==> src/rtl/hzd_pkg.sv <==
package hzd_pkg;

   // which instruction field carries the execute-stage destination
   typedef enum logic {
      DST_FROM_RD = 1'b0,
      DST_FROM_RT = 1'b1
   } dst_sel_e;

   // the three pipeline-freeze controls
   typedef struct packed {
      logic pc_we;
      logic ifid_we;
      logic bubble;
   } hz_ctrl_t;

endpackage

==> src/rtl/hzd_dest_pick.sv <==
module hzd_dest_pick
   import hzd_pkg::*;
#(
   parameter int REG_W = 5
) (
   input  logic [REG_W-1:0] rd_field,
   input  logic [REG_W-1:0] rt_field,
   input  logic             is_load,
   output logic [REG_W-1:0] dst
);

   dst_sel_e sel;

   assign sel = is_load ? DST_FROM_RT : DST_FROM_RD;

   always_comb begin
      unique case (sel)
         DST_FROM_RT: dst = rt_field;
         default:     dst = rd_field;
      endcase
   end

   // a load must name its rt field as destination
   always_comb begin
      if (is_load) begin
         p_load_uses_rt_r2: assert (dst == rt_field)
            else $error("load destination not taken from rt");
      end
   end

endmodule

==> src/rtl/hzd_operand_cmp.sv <==
module hzd_operand_cmp #(
   parameter int REG_W         = 5,
   parameter int NUM_SRC       = 2,
   parameter bit ZERO_IS_CONST = 1'b1
) (
   input  logic [NUM_SRC-1:0][REG_W-1:0] srcs,
   input  logic [REG_W-1:0]              dst,
   input  logic                          wen,
   output logic                          hit
);

   logic               dst_live;
   logic [NUM_SRC-1:0] match;

   // variant: register zero either hardwired (never a dependence) or ordinary
   generate
      if (ZERO_IS_CONST) begin : g_zero_const
         assign dst_live = |dst;
      end else begin : g_zero_plain
         assign dst_live = 1'b1;
      end
   endgenerate

   generate
      for (genvar g = 0; g < NUM_SRC; g++) begin : g_src
         assign match[g] = wen && dst_live && (srcs[g] == dst);
      end
   endgenerate

   assign hit = |match;

   // a disabled producer cannot create a dependence
   always_comb begin
      if (!wen) begin
         p_no_wen_no_hit_r6: assert (!hit)
            else $error("hit reported for non-writing producer");
      end
   end

endmodule

==> src/rtl/hzd_stall_ctrl.sv <==
module hzd_stall_ctrl
   import hzd_pkg::*;
(
   input  logic     ex_hit,
   input  logic     mem_hit,
   output hz_ctrl_t ctrl
);

   logic hold;

   assign hold         = ex_hit | mem_hit;
   assign ctrl.pc_we   = ~hold;
   assign ctrl.ifid_we = ~hold;
   assign ctrl.bubble  = hold;

endmodule

==> src/rtl/hazard_stall_unit.sv <==
module hazard_stall_unit
   import hzd_pkg::*;
#(
   parameter int REG_W         = 5,
   parameter bit ZERO_IS_CONST = 1'b1
) (
   input  logic [REG_W-1:0] id_src_a,
   input  logic [REG_W-1:0] id_src_b,
   input  logic [REG_W-1:0] ex_rd_field,
   input  logic [REG_W-1:0] ex_rt_field,
   input  logic             ex_is_load,
   input  logic             ex_wen,
   input  logic [REG_W-1:0] mem_dst,
   input  logic             mem_wen,
   output logic             pc_write,
   output logic             ifid_write,
   output logic             bubble
);

   localparam int NUM_SRC = 2;

   generate
      if (REG_W < 1 || REG_W > 8) begin : g_bad_width
         $error("REG_W must lie between 1 and 8");
      end
   endgenerate

   logic [NUM_SRC-1:0][REG_W-1:0] srcs;
   logic [REG_W-1:0]              ex_dst;
   logic                          ex_hit;
   logic                          mem_hit;
   hz_ctrl_t                      ctrl;

   assign srcs[0] = id_src_a;
   assign srcs[1] = id_src_b;

   hzd_dest_pick #(.REG_W(REG_W)) u_pick (
      .rd_field (ex_rd_field),
      .rt_field (ex_rt_field),
      .is_load  (ex_is_load),
      .dst      (ex_dst)
   );

   hzd_operand_cmp #(
      .REG_W(REG_W), .NUM_SRC(NUM_SRC), .ZERO_IS_CONST(ZERO_IS_CONST)
   ) u_cmp_ex (
      .srcs (srcs),
      .dst  (ex_dst),
      .wen  (ex_wen),
      .hit  (ex_hit)
   );

   hzd_operand_cmp #(
      .REG_W(REG_W), .NUM_SRC(NUM_SRC), .ZERO_IS_CONST(ZERO_IS_CONST)
   ) u_cmp_mem (
      .srcs (srcs),
      .dst  (mem_dst),
      .wen  (mem_wen),
      .hit  (mem_hit)
   );

   hzd_stall_ctrl u_ctrl (
      .ex_hit  (ex_hit),
      .mem_hit (mem_hit),
      .ctrl    (ctrl)
   );

   assign pc_write   = ctrl.pc_we;
   assign ifid_write = ctrl.ifid_we;
   assign bubble     = ctrl.bubble;

   // port-level checks across the submodules
   always_comb begin
      // memory-stage dependence holds decode
      if (mem_wen && (mem_dst != '0) && (mem_dst == id_src_a || mem_dst == id_src_b)) begin
         p_mem_dep_holds_r3: assert (!pc_write)
            else $error("memory-stage dependence not held");
      end
      // execute-stage R-type dependence holds decode
      if (ex_wen && !ex_is_load && (ex_rd_field != '0) &&
          (ex_rd_field == id_src_a || ex_rd_field == id_src_b)) begin
         p_ex_dep_holds_r1: assert (!pc_write && bubble)
            else $error("execute-stage dependence not held");
      end
      // zero sources can never depend on anything
      if (ZERO_IS_CONST && id_src_a == '0 && id_src_b == '0) begin
         p_zero_src_free_r4: assert (pc_write)
            else $error("hold raised on register zero");
      end
      // no writer in flight means no hold
      if (!ex_wen && !mem_wen) begin
         p_idle_free_r6: assert (pc_write)
            else $error("hold without any writing producer");
      end
      // control outputs stay coherent
      p_ctrl_coherent_r5: assert (ifid_write == pc_write && bubble != pc_write)
         else $error("freeze controls disagree");
   end

endmodule

==> config.mk <==
export PLATFORM = sky130hd
export DESIGN_NAME = hazard_stall_unit
export DESIGN_NICKNAME = d
export VERILOG_FILES = /design/src/rtl/hzd_pkg.sv /design/src/rtl/hzd_dest_pick.sv /design/src/rtl/hzd_operand_cmp.sv /design/src/rtl/hzd_stall_ctrl.sv /design/src/rtl/hazard_stall_unit.sv
export SDC_FILE = /design/constraint.sdc
export NUM_CORES = 1
export LEC_CHECK = 0
export ABC_AREA = 1
export BUFFER_PORTS_ARGS = -buffer_cell sky130_fd_sc_hd__buf_2
export CORE_AREA = 4 4 41 43
export DETAILED_ROUTE_END_ITERATION = 8
export DIE_AREA = 0 0 45 47
export PLACE_DENSITY = 0.69
export SYNTH_ARGS = -nofsm -noshare
export SYNTH_HDL_FRONTEND = slang
export SYNTH_HIERARCHICAL = 1
export SYNTH_SLANG_ARGS = --single-unit
==> constraint.sdc <==
create_clock -name vclk -period 1.25
set_input_delay 0.1875 -clock vclk [all_inputs]
set_output_delay 0.1875 -clock vclk [all_outputs]
set_load 0.02 [all_outputs]
== Word level (Yosys, flattened, before mapping) ==
Cells that the tools add are included.

* Bits of input ports: 28
* Logic and storage cells: 18
* Output and inout port bits: 3
* Bits in registers: 0

* Reductions and logical operators: 10
* Bitwise gates (word level): 2
* Equal/unequal tests: 4
* Mux-type cells: 2

{| class="wikitable"
|+ Operators by type and width
! operator !! number
|-
| $eq 5x5->1 || 4
|-
| $reduce_or 5->1 || 2
|-
| $logic_and 1x1->1 || 6
|-
| $mux 5 || 1
|-
| $reduce_or 2->1 || 2
|-
| $mux 1 || 1
|-
| $not 1->1 || 1
|-
| $or 1x1->1 || 1
|}

== Longest topological paths before layout ==
Gate-level depths: netlist (run 1).

* Depth after elaboration: 8
* Depth in mapped cells: 13
* Gate-level depth less buffers: 12

== Modules after synthesis ==
The synthesis (run 1) kept the hierarchy.

{| class="wikitable"
|+ Modules (own cells, without submodules)
! module !! sequential area each (µm²) !! instances !! cells an instance !! area each (µm²)
|-
| hzd_operand_cmp || 0.0 || 2 || 43 || 190.2
|-
| hzd_dest_pick || 0.0 || 1 || 16 || 60.1
|-
| hzd_stall_ctrl || 0.0 || 1 || 6 || 30.0
|}

== Worst setup path after synthesis (run 1) ==
No wires, ideal clock.

* Path type: in2out
* Start: input port ex_is_load
* End: output port pc_write
* Stages on the path: 11
* Path buffers: 1
* Data required time: 1.062 ns
* Data arrival time: 1.280 ns
* Slack: -0.218 ns
* Path through: inv_2 > nand2_1 > nand2_1 > nor2_1 > nand3_1 > nand2_1 > inv_1 > nand3_1 > nand2_1 > nor2_1 > buf_4

* Word-level cells in the longest chain between the ends: 8
* Elaborated cells between the ends (all ways): 11
* Those cells by class: eq/ne (2); mux (2); bitwise (2); reduce/logical (5)

{| class="wikitable"
|+ RTL lines
! item !! RTL line !! RTL
|-
| start: declaration || hazard_stall_unit.sv:11 || <nowiki>input logic ex_is_load,</nowiki>
|-
| $mux 1 (*) || hzd_dest_pick.sv:14 || <nowiki>assign sel = is_load ? DST_FROM_RT : DST_FROM_RD;</nowiki>
|-
| $mux 5 (*) || hzd_dest_pick.sv:17 || <nowiki>unique case (sel)</nowiki>
|-
| net ex_dst[4] || hazard_stall_unit.sv:29 || <nowiki>logic [REG_W-1:0] ex_dst;</nowiki>
|-
| $reduce_or 5->1 || hzd_operand_cmp.sv:18 || <nowiki>assign dst_live = |dst;</nowiki>
|-
| $logic_and 1x1->1 (2 in a row) || hzd_operand_cmp.sv:26 || <nowiki>assign match[g] = wen && dst_live && (srcs[g] == dst);</nowiki>
|-
| $reduce_or 2->1 (*) || hzd_operand_cmp.sv:30 || <nowiki>assign hit = |match;</nowiki>
|-
| net ex_hit || hazard_stall_unit.sv:30 || <nowiki>logic ex_hit;</nowiki>
|-
| $or 1x1->1 (*) || hzd_stall_ctrl.sv:11 || <nowiki>assign hold = ex_hit | mem_hit;</nowiki>
|-
| $not 1->1 (*) || n/a ||
|-
| end: declaration || hazard_stall_unit.sv:15 || <nowiki>output logic pc_write,</nowiki>
|}

The timed path passes the listed nets; every way through them passes the cells marked *.

== Worst setup path in the final report (run 1) ==
* Start: input port ex_is_load
* End: output port bubble

* Word-level cells in the longest chain between the ends: 7
* Elaborated cells between the ends (all ways): 10
* Those cells by class: eq/ne (2); mux (2); bitwise (1); reduce/logical (5)

{| class="wikitable"
|+ RTL lines
! item !! RTL line !! RTL
|-
| $mux 1 (*) || hzd_dest_pick.sv:14 ||
|-
| $mux 5 (*) || hzd_dest_pick.sv:17 ||
|-
| net ex_dst[0] || hazard_stall_unit.sv:29 ||
|-
| $reduce_or 5->1 || hzd_operand_cmp.sv:18 ||
|-
| $logic_and 1x1->1 (2 in a row) || hzd_operand_cmp.sv:26 ||
|-
| $reduce_or 2->1 (*) || hzd_operand_cmp.sv:30 ||
|-
| net ex_hit || hazard_stall_unit.sv:30 ||
|-
| $or 1x1->1 (*) || hzd_stall_ctrl.sv:11 ||
|-
| end: declaration || hazard_stall_unit.sv:17 || <nowiki>output logic bubble</nowiki>
|}

Marked as above.

==> results of run 1 <==
[worst paths after layout]
path                     end  startpoint  slack (ns)
setup / recovery      bubble  ex_is_load       -0.17
hold / removal    ifid_write     mem_wen        0.92
[area by class of cell]
class	count	area, µm²	share of cell area (%)
Inverter	23	93.8	12.3
Multi-Input combinational cell	83	459	60.4
Tap cell	15	18.8	2.47
Timing Repair Buffer	31	189	24.8
[cells by family after synthesis]
kind of cell | Yosys count
XOR/XNOR | 10
buffers and inverters | 25
AND/OR/NAND/NOR | 73
[power by group]
part,internal (mW),switching (mW)
clock network,0,0
logic,0.115,0.142
registers,0,0
[metrics by stage]
| step | power, mW | util [%] | cells | hold slack (ns) |
|---|---|---|---|---|
| global placement | 0.206 | 50.3 | 152 | 0.920 |
| global route | 0.287 | 58.5 | 152 | 0.943 |
| CTS | 0.222 | 53.0 | 152 | 0.911 |
| finish | 0.257 | 58.5 | 152 | 0.916 |
| detailed placement | 0.209 | 50.3 | 152 | 0.919 |
| floorplan | 0.131 | - | 108 | 0.677 |
[metal layers]
layer | routed length [µm] | global-route usage (%)
met1 | 548 | 14.8
met2 | 791 | 23.2
met3 | 94 | 1.92
met4 | 18 | 3.51
met5 | 0 | 0
[cell usage in the layout, fill, tap and decap left out]
cell type / Yosys / layout
nand2_1: 56 / 41
buf_2: 0 / 27
inv_1: 22 / 19
nand2_2: 0 / 12
nor2_1: 11 / 8
xor2_1: 6 / 5
nand3_1: 6 / 4
buf_6: 0 / 3
inv_2: 1 / 3
xnor2_1: 4 / 3
nand2_4: 0 / 3
nor2_2: 0 / 2
nand3_2: 0 / 2
buf_12: 0 / 1
xor2_2: 0 / 1
xnor2_2: 0 / 1
nor2_4: 0 / 1
inv_8: 0 / 1
[repair_timing]
item | CTS | global route
pin swaps | 10 | 14
endpoints found under the setup margin | 3 | 3
hold endpoints to repair | 0 | 0
resized for setup | 11 | 21
buffers inserted | 0 | 0
==> run metrics, run 1 <==
Data required, critical path between 1 and 1.5 ns; Die W 45 µm; setup slack after layout -0.165 ns; Syn Nets approximately 140; DR WL/cell roughly 9.6 µm; WP data arrival ~1.2 ns; Vias 664; Sequential Area 0 µm²; GRT Total Usage 12.5%; largest net degree at the start of global routing 7; proportion of synthesized area in mux cells 0%; placed inst area around 650 µm²; area share of the largest cell type after synthesis roughly 45%; vias per cell 4.37; Pins Over Slew Limit 0; xor/xnor share of the synthesized area between 10% and 20%; WL final roughly 1.5 mm; Compound-Gate Fraction of Synth Area 0%; Area contributors post-synth nand2_1, inv_1, xor2_1; setup TNS -0.435 ns; hold path cells 7; Critical Path End Type primary output; most common cell in the synthesized netlist nand2_1; Critical Path, Cell by Cell buf_12 > inv_8 > nand2_2 > nand2_4 > xnor2_2 > nand2_1 > nor2_2 > nand3_2 > nand2_2 > inv_2 > nand2_2 > buf_6; global-route wire length before repair 2.08 mm; post-synthesis instance area 470 µm²; number of global-route vias before repair around 600; Post-CTS Hold Fix Bufs 0; antenna viol nets, final 0; area leader, netlist nand2_1; # setup viols final 3; Place WS -0.237 ns; largest family of logic cells by synthesized area simple AND/OR/NAND/NOR gates; HP Class input port to primary output; Simple-Gate Fraction of Synth Area between 50 and 60%; FILL cells between 100 and 150; Final Hold Vio Count 0; Worst path top cell family by delay simple AND/OR/NAND/NOR gates; commonest cells in the synthesized netlist nand2_1, inv_1, nor2_1; seq_cells 0; Adder-Cell Fraction of Synth Area 0%; Iteration-0 DRC Markers 5; max_cap viols 0; NumNets Final around 170; # diodes 0; slew margin rel. slightly below 90%; status finished with violations; crit-path max FO 6; grt ovf 0; first drt pass iteration count 4; measured slew at the worst slew-check pin between 0.15 and 0.2 ns; most frequent CP cell nand2_2; Crit path depth 12; VDD IR max 184 µV; CP startpoint kind input port; Placer Congestion a little over 0.8; die height about 47 µm; floorplan row count 13; Die ar. approximately 2100 µm²; starting density of the core a little over a third; unrepaired setup endpoints after global routing true; Post-route DRC 0; clock buffers 0; leakage power ~0.49 nW; initial antenna violation count 0; final worst path period need around 1.4 ns; io pins 31; Yosys warnings 6; Core Box Area between 1000 and 1500 µm²; post-synthesis cell count ~110; area added between synthesis and finish 61.7%; Largest stage delay, worst path ~0.12 ns; Yosys cell types 8; cell area after layout 761 µm²; failing checks negative setup slack; pwr/cell area between 300 and 400 nW/µm²; Max Freq slightly above 0.7 GHz; period utilization 113%; Syn Area/Cell 4.36 µm²; Final HPWL DP between 1 and 1.5 mm; Port-buffer cells 31; WS Path Type input port to primary output; share of cells above drive strength 1 41.6%; slowest stage cell, crit path buf_12; WP buf/inv 4; Seq/Total Area, Yosys 0%
(Power assumes the default switching activity.)
==> run 2, diff against run 1 <==
--- a/config.mk
+++ b/config.mk
@@ -7,11 +7,10 @@
 export LEC_CHECK = 0
 export ABC_AREA = 1
 export BUFFER_PORTS_ARGS = -buffer_cell sky130_fd_sc_hd__buf_2
-export CORE_AREA = 4 4 41 43
+export CORE_MARGIN = 4
+export CORE_UTILIZATION = 40
 export DETAILED_ROUTE_END_ITERATION = 8
-export DIE_AREA = 0 0 45 47
-export PLACE_DENSITY = 0.69
+export PLACE_DENSITY = 0.75
 export SYNTH_ARGS = -nofsm -noshare
 export SYNTH_HDL_FRONTEND = slang
-export SYNTH_HIERARCHICAL = 1
 export SYNTH_SLANG_ARGS = --single-unit
==> run metrics, run 2 <==
initial antenna violation count 0; final worst path period need ~1.3 ns; Syn Nets 139; crit-path max FO 8; FILL cells 110; GRT Total Usage 17.3%; global-route wire length before repair 2.68 mm; Die ar. 1950 µm²; clock buffers 0; commonest cells in the synthesized netlist nand2_1, inv_1, nand3_1; total power approximately 300 µW; Final HPWL DP 1.41 mm; Switching Fraction 56.2%; combinational share of power 100.0%; floorplan row count 12; starting density of the core around 45%; share of cells above drive strength 1 about two fifths; most common cell in the synthesized netlist nand2_1; Die W 44.1 µm; hold path cells 4; Area contributors post-synth nand2_1, nand3_1, inv_1; # diodes 0; post-synthesis cell count around 110; Data required, critical path approximately 1.1 ns; WL final about 1.7 mm; grt ovf 0; # setup viols final 3; cell area after layout 806 µm²; Reg power frac 0%; vias per cell about 4.7; commonest non-fill, non-tap cells in the layout nand2_1, buf_2, inv_1, nand3_1, nand2_2; unrepaired setup endpoints after global routing true; placed inst area approximately 710 µm²; CP startpoint kind input port; pwr/cell area 368 nW/µm²; commonest non-fill, non-tap cell in the layout nand2_1; Post-CTS Hold Fix Bufs 0; HP Class input port to primary output; area share of the largest cell type after synthesis 30.9%; VDD IR max approximately 170 µV; Yosys cell types 17; Worst path top cell family by delay buffers and inverters; Final Util a little under 70%; period utilization 108%; largest net degree at the start of global routing 9; Max Freq around 0.74 GHz; Critical Path End Type primary output; Post-route DRC 0; post-synthesis instance area approximately 520 µm²; Largest stage delay, worst path roughly 0.18 ns; seq_cells 0; status finished with violations; Multi-input gate area 485 µm²; io pins 31; Core Box Area between 1000 and 1500 µm²; Yosys warnings 0; Crit path depth 11; measured slew at the worst slew-check pin about 0.25 ns; Sequential Area 0 µm²; power share of the clock group 0%; HP Start ex_wen; first drt pass iteration count 4; DR WL/cell 11.1 µm; antenna viol nets, final 0; setup slack after layout -0.0940 ns; area leader, netlist nand2_1; Seq/Total Area, Yosys 0%; WP data arrival 1.16 ns; internal power ~130 µW; slowest stage cell, crit path a21oi_4; area added between synthesis and finish 54.4%; number of global-route vias before repair about 690; Iteration-0 DRC Markers 15; Pins Over Slew Limit 0; slew margin rel. 83.4%; Vias between 700 and 800; WS Path Type input port to primary output; WP buf/inv 4; Port-buffer cells 31; failing checks negative setup slack; NumNets Final ~170; Syn Area/Cell between 4 and 5 µm²; Critical Path, Cell by Cell buf_12 > inv_12 > nand2_4 > nand2_4 > nand2_2 > o21ai_2 > inv_1 > nand3_2 > nand2_2 > a21oi_4 > buf_6; Place WS -0.235 ns; hold endpoint ifid_write; max_cap viols 0; Placer Congestion ~0.83; die height 44.1 µm; Final Hold Vio Count 0; net switching power roughly 170 µW; leakage power 0.504 nW
[run 2: cell count changes after synthesis, sizes merged]
cell | before | now
a21boi | 0 | 1
a21oi | 0 | 2
inv | 23 | 21
nand2 | 56 | 50
nand3 | 6 | 16
nand4 | 0 | 3
nor2 | 11 | 8
nor3 | 0 | 2
o21ai | 0 | 2
xnor2 | 4 | 2
xor2 | 6 | 2
[run 2: repair_timing]
action | in CTS | in global routing
setup endpoints to repair | 3 | 3
gates resized for setup | 24 | 3
pin swaps | 6 | 1
setup buffers | 0 | 1
[run 2: routing by layer]
metal / vias to the layer above / wire length [µm] / global-route usage (%)
met1: 311 / 757 / 22.6
met4: 0 / 0 / 3.01
li1: 406 / - / -
met3: 0 / 124 / 0.407
met2: 26 / 854 / 31.7
met5: - / 0 / 0
[run 2: logic make-up after synthesis]
group,synth area share [%]
buffers and inverters,20.1
xor gates and xnor gates,6.72
and+or+nand+nor,67.9
AOI/OAI and AO/OA,5.27
[run 2: worst max path at each step]
stage / endpoint / from
6_report: pc_write / ex_is_load
5_1_grt: bubble / ex_is_load
4_1_cts: bubble / ex_is_load
3_5_place_dp: pc_write / ex_is_load
3_3_place_gp: ifid_write / ex_is_load
2_1_floorplan: pc_write / ex_is_load
[run 2: cell type report]
class	count	share of cell area, %
Multi-Input combinational cell	88	60.2
Tap cell	14	2.17
Inverter	21	11.3
Timing Repair Buffer	34	26.2
[run 2: power groups by stage]
stage	sequential (mW)	clock, mW	combinational [mW]
2_1_floorplan	0	0	0.161
3_3_place_gp	0	0	0.243
3_5_place_dp	0	0	0.247
4_1_cts	0	0	0.283
5_1_grt	0	0	0.326
6_report	0	0	0.296
[run 2: metrics by stage]
stage               setup TNS [ns]  hold slack, ns  cells
finish                      -0.281           0.879    157
CTS                         -0.199           0.886    156
detailed placement          -0.665           0.888    156
floorplan                  -0.0885           0.697    111
global route                -0.481           0.897    157
global placement            -0.584           0.888    156
[run 2: worst min-delay path: stages]
cell and delay, ns:
buf_2 0.08, a21boi_2 0.21, a21oi_4 0.09, buf_6 0.12
==> run 3, diff against run 2 <==
==> constraint.sdc (replaced) <==
create_clock -name vclk -period 1.25
set_input_delay 0.0625 -clock vclk [all_inputs]
set_output_delay 0.0625 -clock vclk [all_outputs]
set_load 0.02 [all_outputs]
==> run metrics, run 3 (same netlist as run 2, synthesis figures left out) <==
Reg power frac 0%; global-route wire length before repair 2.30 mm; antenna viol nets, final 0; Die ar. approximately 2000 µm²; setup slack after layout approximately 0.094 ns; WP data arrival between 1 and 1.5 ns; slew margin rel. a little under nine tenths; vias per cell between 4 and 5; Pins Over Slew Limit 0; Max Freq a little under 0.9 GHz; WL final between 1 and 1.5 mm; final worst path period need 1.16 ns; Post-CTS Hold Fix Bufs 0; Data required, critical path roughly 1.2 ns; HP Class input port to primary output; grt ovf 0; Final HPWL DP roughly 1.3 mm; initial antenna violation count 0; # diodes 0; clock buffers 0; internal power around 100 µW; floorplan row count 12; Post-route DRC 0; leakage power roughly 0.46 nW; NumNets Final 170; Switching Fraction 57.7%; commonest non-fill, non-tap cell in the layout nand2_1; PostCTS Resize Cnt 0; period utilization between 90% and 100%; number of global-route vias before repair 579; post-CTS setup buffer count 0; measured slew at the worst slew-check pin between 0.2 and 0.25 ns; VDD IR max between 100 and 150 µV; unrepaired setup endpoints after global routing false; Critical Path End Type primary output; Sequential Area 0 µm²; commonest non-fill, non-tap cells in the layout nand2_1, buf_2, inv_1, nand3_1, nor2_1; GRT Total Usage between 10% and 20%; io pins 31; setup TNS 0 ns; HP Start ex_wen; starting density of the core 44.6%; WS Path Type input port to primary output; total power between 200 and 250 µW; area added between synthesis and finish 31.2%; max_cap viols 0; Iteration-0 DRC Markers 19; status completed; # setup viols final 0; Port-buffer cells 31; largest net degree at the start of global routing 9; die height 44.1 µm; Placer Congestion between 0.7 and 0.8; seq_cells 0; crit-path max FO 8; CP startpoint kind input port; Final Util slightly below 60%; Crit. Startpoint ex_is_load; DR WL/cell 9.05 µm; Core Box Area between 1000 and 1500 µm²; Place WS 0.0617 ns; combinational share of power 100.0%; net switching power approximately 130 µW; Vias ~730; Final Hold Vio Count 0; first drt pass iteration count 4; share of cells above drive strength 1 28.6%; power share of the clock group 0%; pwr/cell area 341 nW/µm²; Die W about 44 µm
-- run 3: changes by cell type in the layout (fill, tap and decap cells not counted), sizes merged --
cell    change
buf         -4
clkbuf      +1
-- run 3: power by group through the flow --
| stage | combinational, mW | clock, mW | sequential (mW) |
|---|---|---|---|
| after floorplan | 0.151 | 0 | 0 |
| after global placement | 0.230 | 0 | 0 |
| after detailed placement | 0.232 | 0 | 0 |
| after CTS | 0.233 | 0 | 0 |
| after global routing | 0.268 | 0 | 0 |
| final | 0.234 | 0 | 0 |
-- run 3: layout make-up --
type,instances,area (µm²)
well taps,14,17.5
inverters,21,86.3
multi-input cells,88,420
fillers,126,487
repair buffers,31,160
-- run 3: worst max-delay path: stages --
cell and delay, ns:
clkbuf_4 0.17, inv_8 0.10, nand2_2 0.07, nand2_2 0.07
nand2_1 0.06, o21ai_1 0.07, inv_1 0.05, nand3_1 0.07
nand2_1 0.08, a21oi_2 0.13, buf_2 0.17
-- run 3: layer usage --
metal	up-vias	track usage, %	routed length [µm]
met4	0	0	0
met1	300	20.7	639
li1	404	-	-
met2	22	25.3	634
met5	-	0	0
met3	0	0.407	118
-- run 3: path summary, 6_finish.rpt --
| check | cells past startpoint | slack (ns) | to |
|---|---|---|---|
| max | 11 | 0.09 | ifid_write |
| min | 5 | 0.60 | bubble |
-- run 3: stage by stage --
stage	hold slack, ns	area, µm²	std cells
final	0.603	684	154
after global routing	0.622	684	154
after CTS	0.604	679	154
after detailed placement	0.603	679	154
after global placement	0.604	679	154
after floorplan	0.434	526	111
